## config.mk

```make
export PLATFORM = sky130hd
export DESIGN_NAME = mis_access_judge
export DESIGN_NICKNAME = d
export VERILOG_FILES = /design/src/rtl/mis_access_pkg.sv /design/src/rtl/mis_access_datapath.sv /design/src/rtl/mis_access_control.sv /design/src/rtl/mis_access_judge.sv
export SDC_FILE = /design/constraint.sdc
export NUM_CORES = 1
export LEC_CHECK = 0
export ABC_AREA = 1
export BUFFER_PORTS_ARGS = -buffer_cell sky130_fd_sc_hd__buf_2
export CORE_MARGIN = 3
export CORE_UTILIZATION = 52
export DETAILED_ROUTE_END_ITERATION = 12
export GPL_ROUTABILITY_DRIVEN = 0
export GPL_TIMING_DRIVEN = 0
export HOLD_SLACK_MARGIN = 0.06
export PLACE_DENSITY = 0.83
export SETUP_SLACK_MARGIN = 0.2
export SYNTH_ARGS = -nofsm -noshare
export SYNTH_HDL_FRONTEND = slang
export SYNTH_SLANG_ARGS = --single-unit
export TNS_END_PERCENT = 100
```

## constraint.sdc

```tcl
create_clock -name clk -period 1.8 [get_ports clk]
set_clock_uncertainty 0.15 [all_clocks]
set_input_delay 0.09 -clock clk [delete_from_list [all_inputs] [get_ports clk]]
set_output_delay 0.09 -clock clk [all_outputs]
set_load 0.02 [all_outputs]
```

## src/rtl/mis_access_pkg.sv

```systemverilog
package mis_access_pkg;

  typedef enum logic [2:0] {
    CLS_INT_LD = 3'd0,
    CLS_INT_ST = 3'd1,
    CLS_AMO    = 3'd2,
    CLS_FP_LD  = 3'd3,
    CLS_FP_ST  = 3'd4,
    CLS_CAS    = 3'd5,
    CLS_OTH6   = 3'd6,
    CLS_OTH7   = 3'd7
  } accClassT;

  // geometry facts the datapath reports to the control
  typedef struct packed {
    logic aligned;
    logic inGranule;
    logic fitsXlen;
  } geomT;

  // strobes the control sends to the datapath output stage
  typedef struct packed {
    logic capture;
    logic fault;
    logic atomic;
    logic split;
  } verdictT;

endpackage

```

## src/rtl/mis_access_datapath.sv

```systemverilog
module mis_access_datapath
  import mis_access_pkg::*;
#(
  parameter int ADDR_W     = 32,
  parameter int GRAN_LOG2  = 4,
  parameter int XLEN_BYTES = 8
) (
  input  logic              clk,
  input  logic              rstN,
  input  logic [ADDR_W-1:0] reqAddr,
  input  logic [2:0]        reqSize,
  input  verdictT           verdict,
  output geomT              geom,
  output logic              rspValid,
  output logic              rspFault,
  output logic              rspAtomic,
  output logic              rspSplit
);

  localparam int          XLEN_LOG2 = $clog2(XLEN_BYTES);
  localparam logic [2:0]  MAX_CODE  = 3'(GRAN_LOG2);

  logic [2:0]        sizeLog2;
  logic [ADDR_W-1:0] lowMask;
  logic [ADDR_W-1:0] lastAddr;

  // codes above the granule size saturate to a full granule
  assign sizeLog2 = (reqSize > MAX_CODE) ? MAX_CODE : reqSize;
  assign lowMask  = (ADDR_W'(1) << sizeLog2) - ADDR_W'(1);
  assign lastAddr = reqAddr + lowMask;

  always_comb begin
    geom.aligned   = ((reqAddr & lowMask) == '0);
    geom.inGranule = (reqAddr[ADDR_W-1:GRAN_LOG2] == lastAddr[ADDR_W-1:GRAN_LOG2]);
    geom.fitsXlen  = (int'(sizeLog2) <= XLEN_LOG2);
  end

  always_ff @(posedge clk) begin
    if (!rstN) begin
      rspValid  <= 1'b0;
      rspFault  <= 1'b0;
      rspAtomic <= 1'b0;
      rspSplit  <= 1'b0;
    end else begin
      rspValid <= verdict.capture;
      if (verdict.capture) begin
        rspFault  <= verdict.fault;
        rspAtomic <= verdict.atomic;
        rspSplit  <= verdict.split;
      end
    end
  end

endmodule

```

## src/rtl/mis_access_control.sv

```systemverilog
module mis_access_control
  import mis_access_pkg::*;
#(
  parameter bit FAULT_ON_BASELINE = 1'b1
) (
  input  logic       reqValid,
  input  logic [2:0] reqClass,
  input  logic       reqCompressed,
  input  logic       granEnable,
  input  geomT       geom,
  output verdictT    verdict
);

  logic classOk;
  logic eligible;
  logic relaxed;
  logic baseFault;

  always_comb begin
    unique case (accClassT'(reqClass))
      CLS_INT_LD, CLS_INT_ST, CLS_AMO: classOk = 1'b1;
      CLS_FP_LD, CLS_FP_ST:            classOk = geom.fitsXlen;
      default:                         classOk = 1'b0;
    endcase
  end

  assign eligible = granEnable && !reqCompressed && classOk;
  assign relaxed  = eligible && geom.inGranule;

  generate
    if (FAULT_ON_BASELINE) begin : g_faultBase
      assign baseFault = 1'b1;
    end else begin : g_splitBase
      assign baseFault = 1'b0;
    end
  endgenerate

  always_comb begin
    verdict.capture = reqValid;
    verdict.atomic  = geom.aligned || relaxed;
    verdict.fault   = !verdict.atomic && baseFault;
    verdict.split   = !verdict.atomic && !baseFault;
  end

endmodule

```

## src/rtl/mis_access_judge.sv

```systemverilog
module mis_access_judge
  import mis_access_pkg::*;
#(
  parameter int ADDR_W            = 32,
  parameter int GRAN_LOG2         = 4,
  parameter int XLEN_BYTES        = 8,
  parameter bit FAULT_ON_BASELINE = 1'b1
) (
  input  logic              clk,
  input  logic              rstN,
  input  logic              reqValid,
  input  logic [ADDR_W-1:0] reqAddr,
  input  logic [2:0]        reqSize,
  input  logic [2:0]        reqClass,
  input  logic              reqCompressed,
  input  logic              granEnable,
  output logic              rspValid,
  output logic              rspFault,
  output logic              rspAtomic,
  output logic              rspSplit
);

  geomT    geom;
  verdictT verdict;

  mis_access_control #(
    .FAULT_ON_BASELINE(FAULT_ON_BASELINE)
  ) u_control (
    .reqValid     (reqValid),
    .reqClass     (reqClass),
    .reqCompressed(reqCompressed),
    .granEnable   (granEnable),
    .geom         (geom),
    .verdict      (verdict)
  );

  mis_access_datapath #(
    .ADDR_W    (ADDR_W),
    .GRAN_LOG2 (GRAN_LOG2),
    .XLEN_BYTES(XLEN_BYTES)
  ) u_datapath (
    .clk      (clk),
    .rstN     (rstN),
    .reqAddr  (reqAddr),
    .reqSize  (reqSize),
    .verdict  (verdict),
    .geom     (geom),
    .rspValid (rspValid),
    .rspFault (rspFault),
    .rspAtomic(rspAtomic),
    .rspSplit (rspSplit)
  );

endmodule

```

## Word-level counts from Yosys, hierarchy flattened

Cells that the tools add are included.

| storage, ports and cells | value |
|---|---|
| register bits | 3 |
| input bits | 43 |
| output and inout bits | 4 |
| word-level logic and storage cells | 26 |

| operators by class | value |
|---|---|
| add/subtract/negate cells | 2 |
| $lt $le $gt $ge | 2 |
| equality and inequality tests | 5 |
| shift operators | 1 |
| mux-type cells | 2 |
| bitwise operators | 1 |
| reductions and logical operators | 10 |

Operators with widths:

| operator | count |
|---|---|
| $add 32x32->32 | 1 |
| $and 32x32->32 | 1 |
| $logic_not 32->1 | 1 |
| $shl 1x3->32 const A | 1 |
| $sub 32x2->32 const B | 1 |
| $eq 28x28->1 | 1 |
| $eq 3x2->1 const B | 2 |
| $eq 3x1->1 const B | 1 |
| $eq 3x3->1 const B | 1 |
| $gt 3x3->1 const B | 1 |
| $le 3x2->1 const B | 1 |
| $logic_and 1x1->1 | 3 |
| $logic_not 3->1 | 1 |
| $mux 3 | 1 |
| $reduce_or 3->1 | 1 |
| $logic_not 1->1 | 2 |
| $pmux 1 s2 | 1 |
| $reduce_or 2->1 | 1 |
| $logic_or 1x1->1 | 1 |

## Depth between registers and ports, before layout

Gate-level depths: netlist of run 1.

| depth | value |
|---|---|
| depth after elaboration | 9 |
| gate-level depth with buffers | 22 |
| gate-level depth less buffers | 22 |

## Cells and area by module

From an unflattened synthesis of run 1, not the netlist that was laid out.

| second synthesis, totals | value |
|---|---|
| cells, all modules | 484 |
| area, all modules | 2566.2 um^2 |

By module, submodules not included:

| module | instances | cells an instance | area each (um^2) |
|---|---|---|---|
| mis_access_datapath | 1 | 467 | 2482.4 |
| mis_access_control | 1 | 17 | 83.8 |

## Worst setup path before layout of run 1

OpenSTA, ideal clock, no wires.

| path | value |
|---|---|
| path kind | input-to-reg |
| start | input port reqSize[2] |
| end | register u_datapath.rspAtomic |
| library setup time | 0.066 ns |
| arrival time | 1.762 ns |
| data required time | 1.584 ns |
| slack | -0.178 ns |
| stages on the path | 20 |
| path buffers | 0 |
| cells stage by stage | nor2_2 a21oi_1 ha_1 nand2_1 nand2_1 a21oi_1 nand2_1 nand3_1 nand2_1 nor2_1 nand2_1 nor2_1 nand3_1 nor2_1 nand2_1 nor2_1 nand3_1 nand2_1 nand2_1 a21oi_2 |

| on the way | value |
|---|---|
| word-level cells in the longest chain between the ends | 8 |
| elaborated cells between the ends (all ways) | 13 |

Ends and longest elaborated chain:

| item | RTL line | RTL |
|---|---|---|
| from (decl) | mis_access_judge.sv:13 | `input logic [2:0] reqSize,` |
| $gt 3x3->1 | mis_access_datapath.sv:28 | `assign sizeLog2 = (reqSize > MAX_CODE) ? MAX_CODE : reqSize;` |
| $mux 3 * | mis_access_datapath.sv:28 |  |
| $shl 1x3->32 | mis_access_datapath.sv:29 | `assign lowMask = (ADDR_W'(1) << sizeLog2) - ADDR_W'(1);` |
| $sub 32x2->32 | mis_access_datapath.sv:29 |  |
| $add 32x32->32 | mis_access_datapath.sv:30 | `assign lastAddr = reqAddr + lowMask;` |
| $eq 28x28->1 | mis_access_datapath.sv:34 | `geom.inGranule = (reqAddr[ADDR_W-1:GRAN_LOG2] == lastAddr[ADDR_W-1:GRAN_LOG2]);` |
| $logic_and 1x1->1 | mis_access_control.sv:28 | `assign relaxed = eligible && geom.inGranule;` |
| $logic_or 1x1->1 * | mis_access_control.sv:40 | `verdict.atomic = geom.aligned \|\| relaxed;` |
| to (signal assigned) | mis_access_datapath.sv:48 | `rspAtomic <= verdict.atomic;` |
| to (decl) | mis_access_datapath.sv:16 | `output logic rspAtomic,` |

Mark *: on every way between the ends. The rest lies on a longest branch, timed or not.
A chain may end at the register's enable or synchronous reset.

## Worst setup path in the final report of run 1

| path | value |
|---|---|
| start | input port reqSize[1] |
| end | register u_datapath.rspAtomic |

Same word-level chain as after synthesis.

==> results by group, run 1 <==
Worst setup path
  • CP Data Arrival Time: roughly 2100 ps
  • Req. time, crit path: 1800 ps
  • RR Startpoint: u_datapath.rspFault$_SDFFE_PN0P_
  • CP Max Fanout: 4
  • Worst r2r path cells: 2
  • Startpoint types: input port
  • Reg2reg setup slack: 1030 ps
  • Setup crit end kind: flip-flop
  • RR Endpoint: u_datapath.rspFault$_SDFFE_PN0P_
  • Crit path kind: input port to flip-flop

Run
  • Max Cap Viol: 0

Logic synthesis
  • Post-synthesis sequential area ratio: 0.0264
  • Syn Area/Cell: 5.09 µm²
  • Main synth FF type: dfxtp_1
  • Synth Cell Area: 2280 µm²
  • Post-synth ARST share: 0
  • Post-synth EDFFs: 0
  • YS warnings: 0
  • Synth cell types: 32
  • Register bit count reported by yosys: 3
  • Mapped Cells: 447

Drt
  • Remaining DRCs: 0
  • Routed wire length: around 6.6 mm
  • Drt first pass iters: 5
  • DR WL/cell: about 12 µm
  • Initial DRC count: 244
  • Via/cell ratio: 5.16
  • Via count: roughly 2900
  • Routed Antenna Nets: 0

Timing
  • Slew Limit Fails: 0
  • WHS: 315 ps
  • FMAX: 485 MHz
  • Final setup vio count: 2
  • Fin. Hold Viols: 0
  • Tmin final: just over 2000 ps
  • Worst Tran Pin Value: 570 ps
  • RSZ-0062 raised after global routing: true
  • Slew HR: 0.610
  • Final setup margin: -263 ps
  • Part of the cycle the worst path needs: 1.15
  • Final TNS setup: -495 ps

Global route
  • GRT Util Overall: 0.246
  • Global-route wire length before repair: 10.6 mm
  • Vias in the first global route: 2608
  • Largest net degree at the start of global routing: 7
  • Grt ovf: 0
  • Initial antenna violation count: 0

Power and ir drop
  • Sequential power share: 0.072
  • Pwr dens: between 300 and 400 nW/µm²
  • Switching Share: 0.488
  • Tot Pwr: around 0.98 mW
  • IR drop worst, VDD: 0.233 mV
  • Combinational power share: 0.733
  • Clock share of power: 0.195
  • Int Pwr: 0.503 mW
  • LEAKAGE: about 1.6 nW
  • Net Switching: 0.479 mW

Clocking
  • Worst skew pair latency: 210 ps
  • Clock Sinks: 3
  • Total CTS buffers: 3
  • CTS tree: done
  • CTS root buf: clkbuf_8
  • Clock-pin slew on the worst setup and hold paths: about 30 ps
  • CTS max path bufs: 2
  • Htree depth: 1

Cells and area
  • Area Overhead vs Synth: 25.9%
  • Commonest cells after routing, fill and taps aside: nand2_1, inv_1, nor2_1, buf_2, nand3_1
  • Core Util, Final: 0.697
  • Commonest non-fill, non-tap cell in the layout: nand2_1
  • Fin cells: 570
  • Nets: 585
  • Share of layout cells above drive strength 1: 0.221
  • Diodes inserted: 0

Placement
  • I/O Buffers: 45
  • Post-DP HPWL: 5.54 mm
  • Cells after DPL: 560

Worst hold path
  • Hold WC Path Type: input port to flip-flop
  • Worst Hold End: u_datapath.rspAtomic$_SDFFE_PN0P_
  • Worst Hold Launch: reqAddr[30]
  • Worst Hold Depth: 8

Outcome
  • Violated checks: setup timing
  • Outcome: finished with violations

Floorplan
  • Row count: 23
  • Full die area: about 5200 µm²
  • Die X-Extent: 72.2 µm
  • Initial Util: 0.553
  • I/O pin count: 47
  • Core area: 4120 µm²
  • Die extent in y: 72.2 µm
==> area by class of cell <==
cell class / instances / area, µm²
buffer: 1 / 7.51
inverter: 78 / 295
timing repair buffer: 51 / 290
clock buffer: 4 / 45.0
tap: 50 / 62.6
fill: 409 / 1250
multi-input combinational: 383 / 2110
sequential: 3 / 60.1
==> critical path, stage by stage <==
cell	delay, ps
buf_2	100
inv_2	90
nand2_1	90
ha_4	290
nand3_2	90
nand2_4	90
nand2_1	80
nand2_2	90
nand2_1	70
nand2_2	110
nor2_1	50
nor2_1	140
nand3_1	90
nor2_1	90
nand2_1	70
nor2_1	100
nand3_1	80
nand2_2	90
nand2_2	50
a21oi_2	90
==> metrics by stage <==
step	setup slack [ps]	cell area [µm²]
5_1_grt	-426	2870
2_1_floorplan	-150	2360
4_1_cts	-330	2750
6_report	-263	2870
3_3_place_gp	-524	2650
3_5_place_dp	-586	2650
==> power by group through the flow <==
stage / registers (mW) / logic [mW] / clock network, mW
floorplan: 0.0752 / 0.461 / 0
global placement: 0.0715 / 0.599 / 0
detailed placement: 0.0716 / 0.611 / 0
CTS: 0.0707 / 0.627 / 0.196
global route: 0.0710 / 0.804 / 0.204
finish: 0.0707 / 0.720 / 0.192
==> flip-flops by register name, summed over array words and instances (netlist names) <==
register	cells
u_datapath.rspValid	1
u_datapath.rspAtomic	1
u_datapath.rspFault	1
==> routing by layer <==
layer  vias to the layer above  global-route usage  wire length [µm]
met1                      1298               0.342              2970
met3                         7              0.0139               447
met5                         -                   0                 0
met4                         0              0.0438                58
li1                       1538                   -                 -
met2                        96               0.423              3110
==> how the worst max path moves through the flow <==
| stage | start | endpoint | slack [ps] | depth (start not counted) |
|---|---|---|---|---|
| 2_1_floorplan | reqSize[2] | u_datapath.rspAtomic$_SDFFE_PN0P_ | -150 | 22 |
| 3_3_place_gp | reqSize[2] | u_datapath.rspAtomic$_SDFFE_PN0P_ | -520 | 23 |
| 3_5_place_dp | reqSize[2] | u_datapath.rspAtomic$_SDFFE_PN0P_ | -590 | 23 |
| 4_1_cts | reqSize[0] | u_datapath.rspAtomic$_SDFFE_PN0P_ | -330 | 23 |
| 5_1_grt | reqSize[1] | u_datapath.rspAtomic$_SDFFE_PN0P_ | -430 | 20 |
| 6_report | reqSize[1] | u_datapath.rspAtomic$_SDFFE_PN0P_ | -260 | 20 |
==> what timing repair did <==
item / 4_1_cts / 5_1_grt
setup endpoints to repair: 2 / 2
cloned: 0 / 0
hold buffers: 3 / 0
hold endpoints to repair: 3 / 0
pin swaps: 6 / 7
gates resized for setup: 5 / 23
setup buffers: 2 / 1
==> cell usage after synthesis, types with 5 or more instances <==
library cell	number	area [µm²]
nand2_1	153	574
nor2_2	8	50.1
a21oi_1	15	75.1
nand2_2	17	106
xnor2_1	5	43.8
nor2_1	47	176
o21ai_0	8	40.0
nor3_1	7	35.0
a21oi_2	6	52.6
nand3_1	35	175
nand4_1	8	50.1
ha_1	21	263
inv_1	76	285
xor2_1	10	87.6
==> kinds of logic (layout without fill, tap and decap cells) <==
| group | count (synthesis) | count (layout) | share of synthesized area |
|---|---|---|---|
| AOI/OAI and AO/OA | 39 | 39 | 0.104 |
| xor gates and xnor gates | 15 | 15 | 0.0577 |
| adders and majority gates | 21 | 21 | 0.115 |
| buffers and inverters | 79 | 134 | 0.132 |
| DFF | 3 | 3 | 0.0264 |
| other | 2 | 20 | 0.00330 |
| and+or+nand+nor | 288 | 288 | 0.561 |
No activity file was read; power rests on OpenSTA's default activity.
==> inputs of run 2 (changes only) <==
--- a/config.mk
+++ b/config.mk
@@ -8,12 +8,12 @@
 export ABC_AREA = 1
 export BUFFER_PORTS_ARGS = -buffer_cell sky130_fd_sc_hd__buf_2
 export CORE_MARGIN = 3
-export CORE_UTILIZATION = 52
+export CORE_UTILIZATION = 55
 export DETAILED_ROUTE_END_ITERATION = 12
 export GPL_ROUTABILITY_DRIVEN = 0
 export GPL_TIMING_DRIVEN = 0
 export HOLD_SLACK_MARGIN = 0.06
-export PLACE_DENSITY = 0.83
+export PLACE_DENSITY = 0.84
 export SETUP_SLACK_MARGIN = 0.2
 export SYNTH_ARGS = -nofsm -noshare
 export SYNTH_HDL_FRONTEND = slang
==> constraint.sdc (replaced) <==
create_clock -name clk -period 2.5 [get_ports clk]
set_clock_uncertainty 0.15 [all_clocks]
set_input_delay 0.125 -clock clk [delete_from_list [all_inputs] [get_ports clk]]
set_output_delay 0.125 -clock clk [all_outputs]
set_load 0.02 [all_outputs]
==> results by group, run 2 (synthesized netlist as in run 1, its figures left out) <==
Outcome
  • Outcome: completed

Global route
  • Grt ovf: 0
  • Global-route wire length before repair: 10.6 mm
  • Most used routing layer: met2
  • Initial antenna violation count: 0
  • GRT Util Overall: 0.256
  • Largest net degree at the start of global routing: 7
  • Met3 GRT Util: 0.0115
  • Global Route met2 Usage: 0.431
  • Met1 GRT Util: 0.369
  • Vias in the first global route: approximately 2500

Cells and area
  • Nets: 584
  • Regs by FF count: u_datapath.rspAtomic: 1 flops, u_datapath.rspFault: 1 flops, u_datapath.rspValid: 1 flops
  • Commonest cells after routing, fill and taps aside: nand2_1, inv_1, nor2_1, buf_2, nand3_1
  • Diodes inserted: 0
  • Fin cells: 567
  • Commonest non-fill, non-tap cell in the layout: nand2_1
  • Design area: around 2800 µm²
  • Share of layout cells above drive strength 1: 0.202
  • Area Overhead vs Synth: 24.0%

Floorplan
  • I/O pin count: 47
  • Row count: 22
  • Full die area: just under 5000 µm²
  • Core area: 3830 µm²
  • Die extent in y: about 70 µm
  • Die X-Extent: ~70 µm
  • Initial Util: 0.595

Worst setup path
  • CP Max Fanout: 3
  • Setup crit end kind: flip-flop
  • Req. time, crit path: 2500 ps
  • CP Data Arrival Time: 2170 ps
  • RR Startpoint: u_datapath.rspFault$_SDFFE_PN0P_
  • Reg2reg setup slack: 1730 ps
  • Crit. Startpoint: reqSize[0]
  • Startpoint types: input port
  • Crit path kind: input port to flip-flop

Worst hold path
  • Worst Hold Launch: u_datapath.rspAtomic$_SDFFE_PN0P_
  • Hold WC Path Type: flip-flop to flip-flop

Timing
  • Slew HR: 0.531
  • FMAX: 462 MHz
  • Fin. Hold Viols: 0
  • Final setup margin: 334 ps
  • Worst Tran Pin Value: 686 ps
  • RSZ-0062 raised after global routing: true
  • Final setup vio count: 0
  • Tmin final: 2170 ps
  • Part of the cycle the worst path needs: 0.866
  • Final TNS setup: 0 ps
  • Slew Limit Fails: 0

Drt
  • Routed wire length: 6.67 mm
  • Via/cell ratio: between 5 and 6
  • DR WL/cell: between 10 and 15 µm
  • Initial DRC count: 187
  • Via count: 2951
  • Remaining DRCs: 0
  • Drt first pass iters: 5
  • Routed Antenna Nets: 0

Placement
  • Post-DP HPWL: 5.56 mm
  • Cells after DPL: 558
  • Post-DP Area: 2630 µm²
  • Worst slack, placed: about 70 ps
  • I/O Buffers: 45

Clocking
  • Clock Sinks: 3
  • CTS tree: done
  • Htree depth: 1
  • CTS max path bufs: 2
  • Clock-pin slew on the worst setup and hold paths: 30 ps
  • Total CTS buffers: 3
  • Worst skew pair latency: 220 ps
  • CTS root buf: clkbuf_8

Power and ir drop
  • Pwr dens: 249 nW/µm²
  • IR drop worst, VDD: between 0.1 and 0.15 mV
  • LEAKAGE: 1.59 nW

Run
  • Max Cap Viol: 0
==> run 2: worst paths after layout <==
check | endpoint | depth (start not counted)
hold reg to reg | u_datapath.rspAtomic$_SDFFE_PN0P_ | 2
setup reg to reg | u_datapath.rspFault$_SDFFE_PN0P_ | 2
setup / recovery | u_datapath.rspAtomic$_SDFFE_PN0P_ | 23
hold / removal | u_datapath.rspAtomic$_SDFFE_PN0P_ | 2
==> run 2: per-layer routing <==
metal | wire [µm] | up-vias
met5 | 0 | -
met4 | 29 | 0
met3 | 461 | 4
met2 | 3180 | 103
met1 | 3000 | 1309
li1 | - | 1535
==> run 2: timing repair <==
item                                    in CTS  in global routing
hold endpoints to repair                     3                  0
endpoints found under the setup margin       0                  2
buffers inserted                             0                  2
gates resized for setup                      0                 24
hold buffers                                 3                  0
==> run 2: through the flow <==
stage	hold slack, ps	total power [mW]	utilization
finish	315	0.702	0.738
global route	330	0.772	0.738
CTS	325	0.643	0.707
detailed placement	190	0.492	0.687
global placement	188	0.481	0.687
floorplan	68.5	0.383	-
==> run 2: report_power, final <==
group | internal [mW] | leakage (nW) | switching, mW
combinational | 0.199 | 1.54 | 0.309
clock | 0.109 | 0.0228 | 0.0338
sequential | 0.0502 | 0.0248 | 0.000646
==> run 2: layout make-up <==
| type | count | area (µm²) |
|---|---|---|
| timing repair buffer | 50 | 292 |
| multi-input combinational | 383 | 2060 |
| buffer | 1 | 7.51 |
| clock buffer | 4 | 45.0 |
| tap | 48 | 60.1 |
| fill | 370 | 1000 |
| sequential | 3 | 60.1 |
| inverter | 78 | 298 |
==> run 2: worst max-delay path, stage by stage <==
cell	delay, ps
buf_6	100
nor2_4	130
a21oi_4	50
ha_4	250
nand2_2	70
inv_2	40
nand3_2	70
nand2_2	60
nand2_2	60
nand2_2	70
nand2_1	70
nand3b_1	140
nor2_1	140
nand2_1	60
nand2_1	80
nand2_1	60
nor2_1	80
nand2_1	70
nor2_1	100
nand3_1	80
nand2_2	80
nand2_2	60
a21oi_2	120
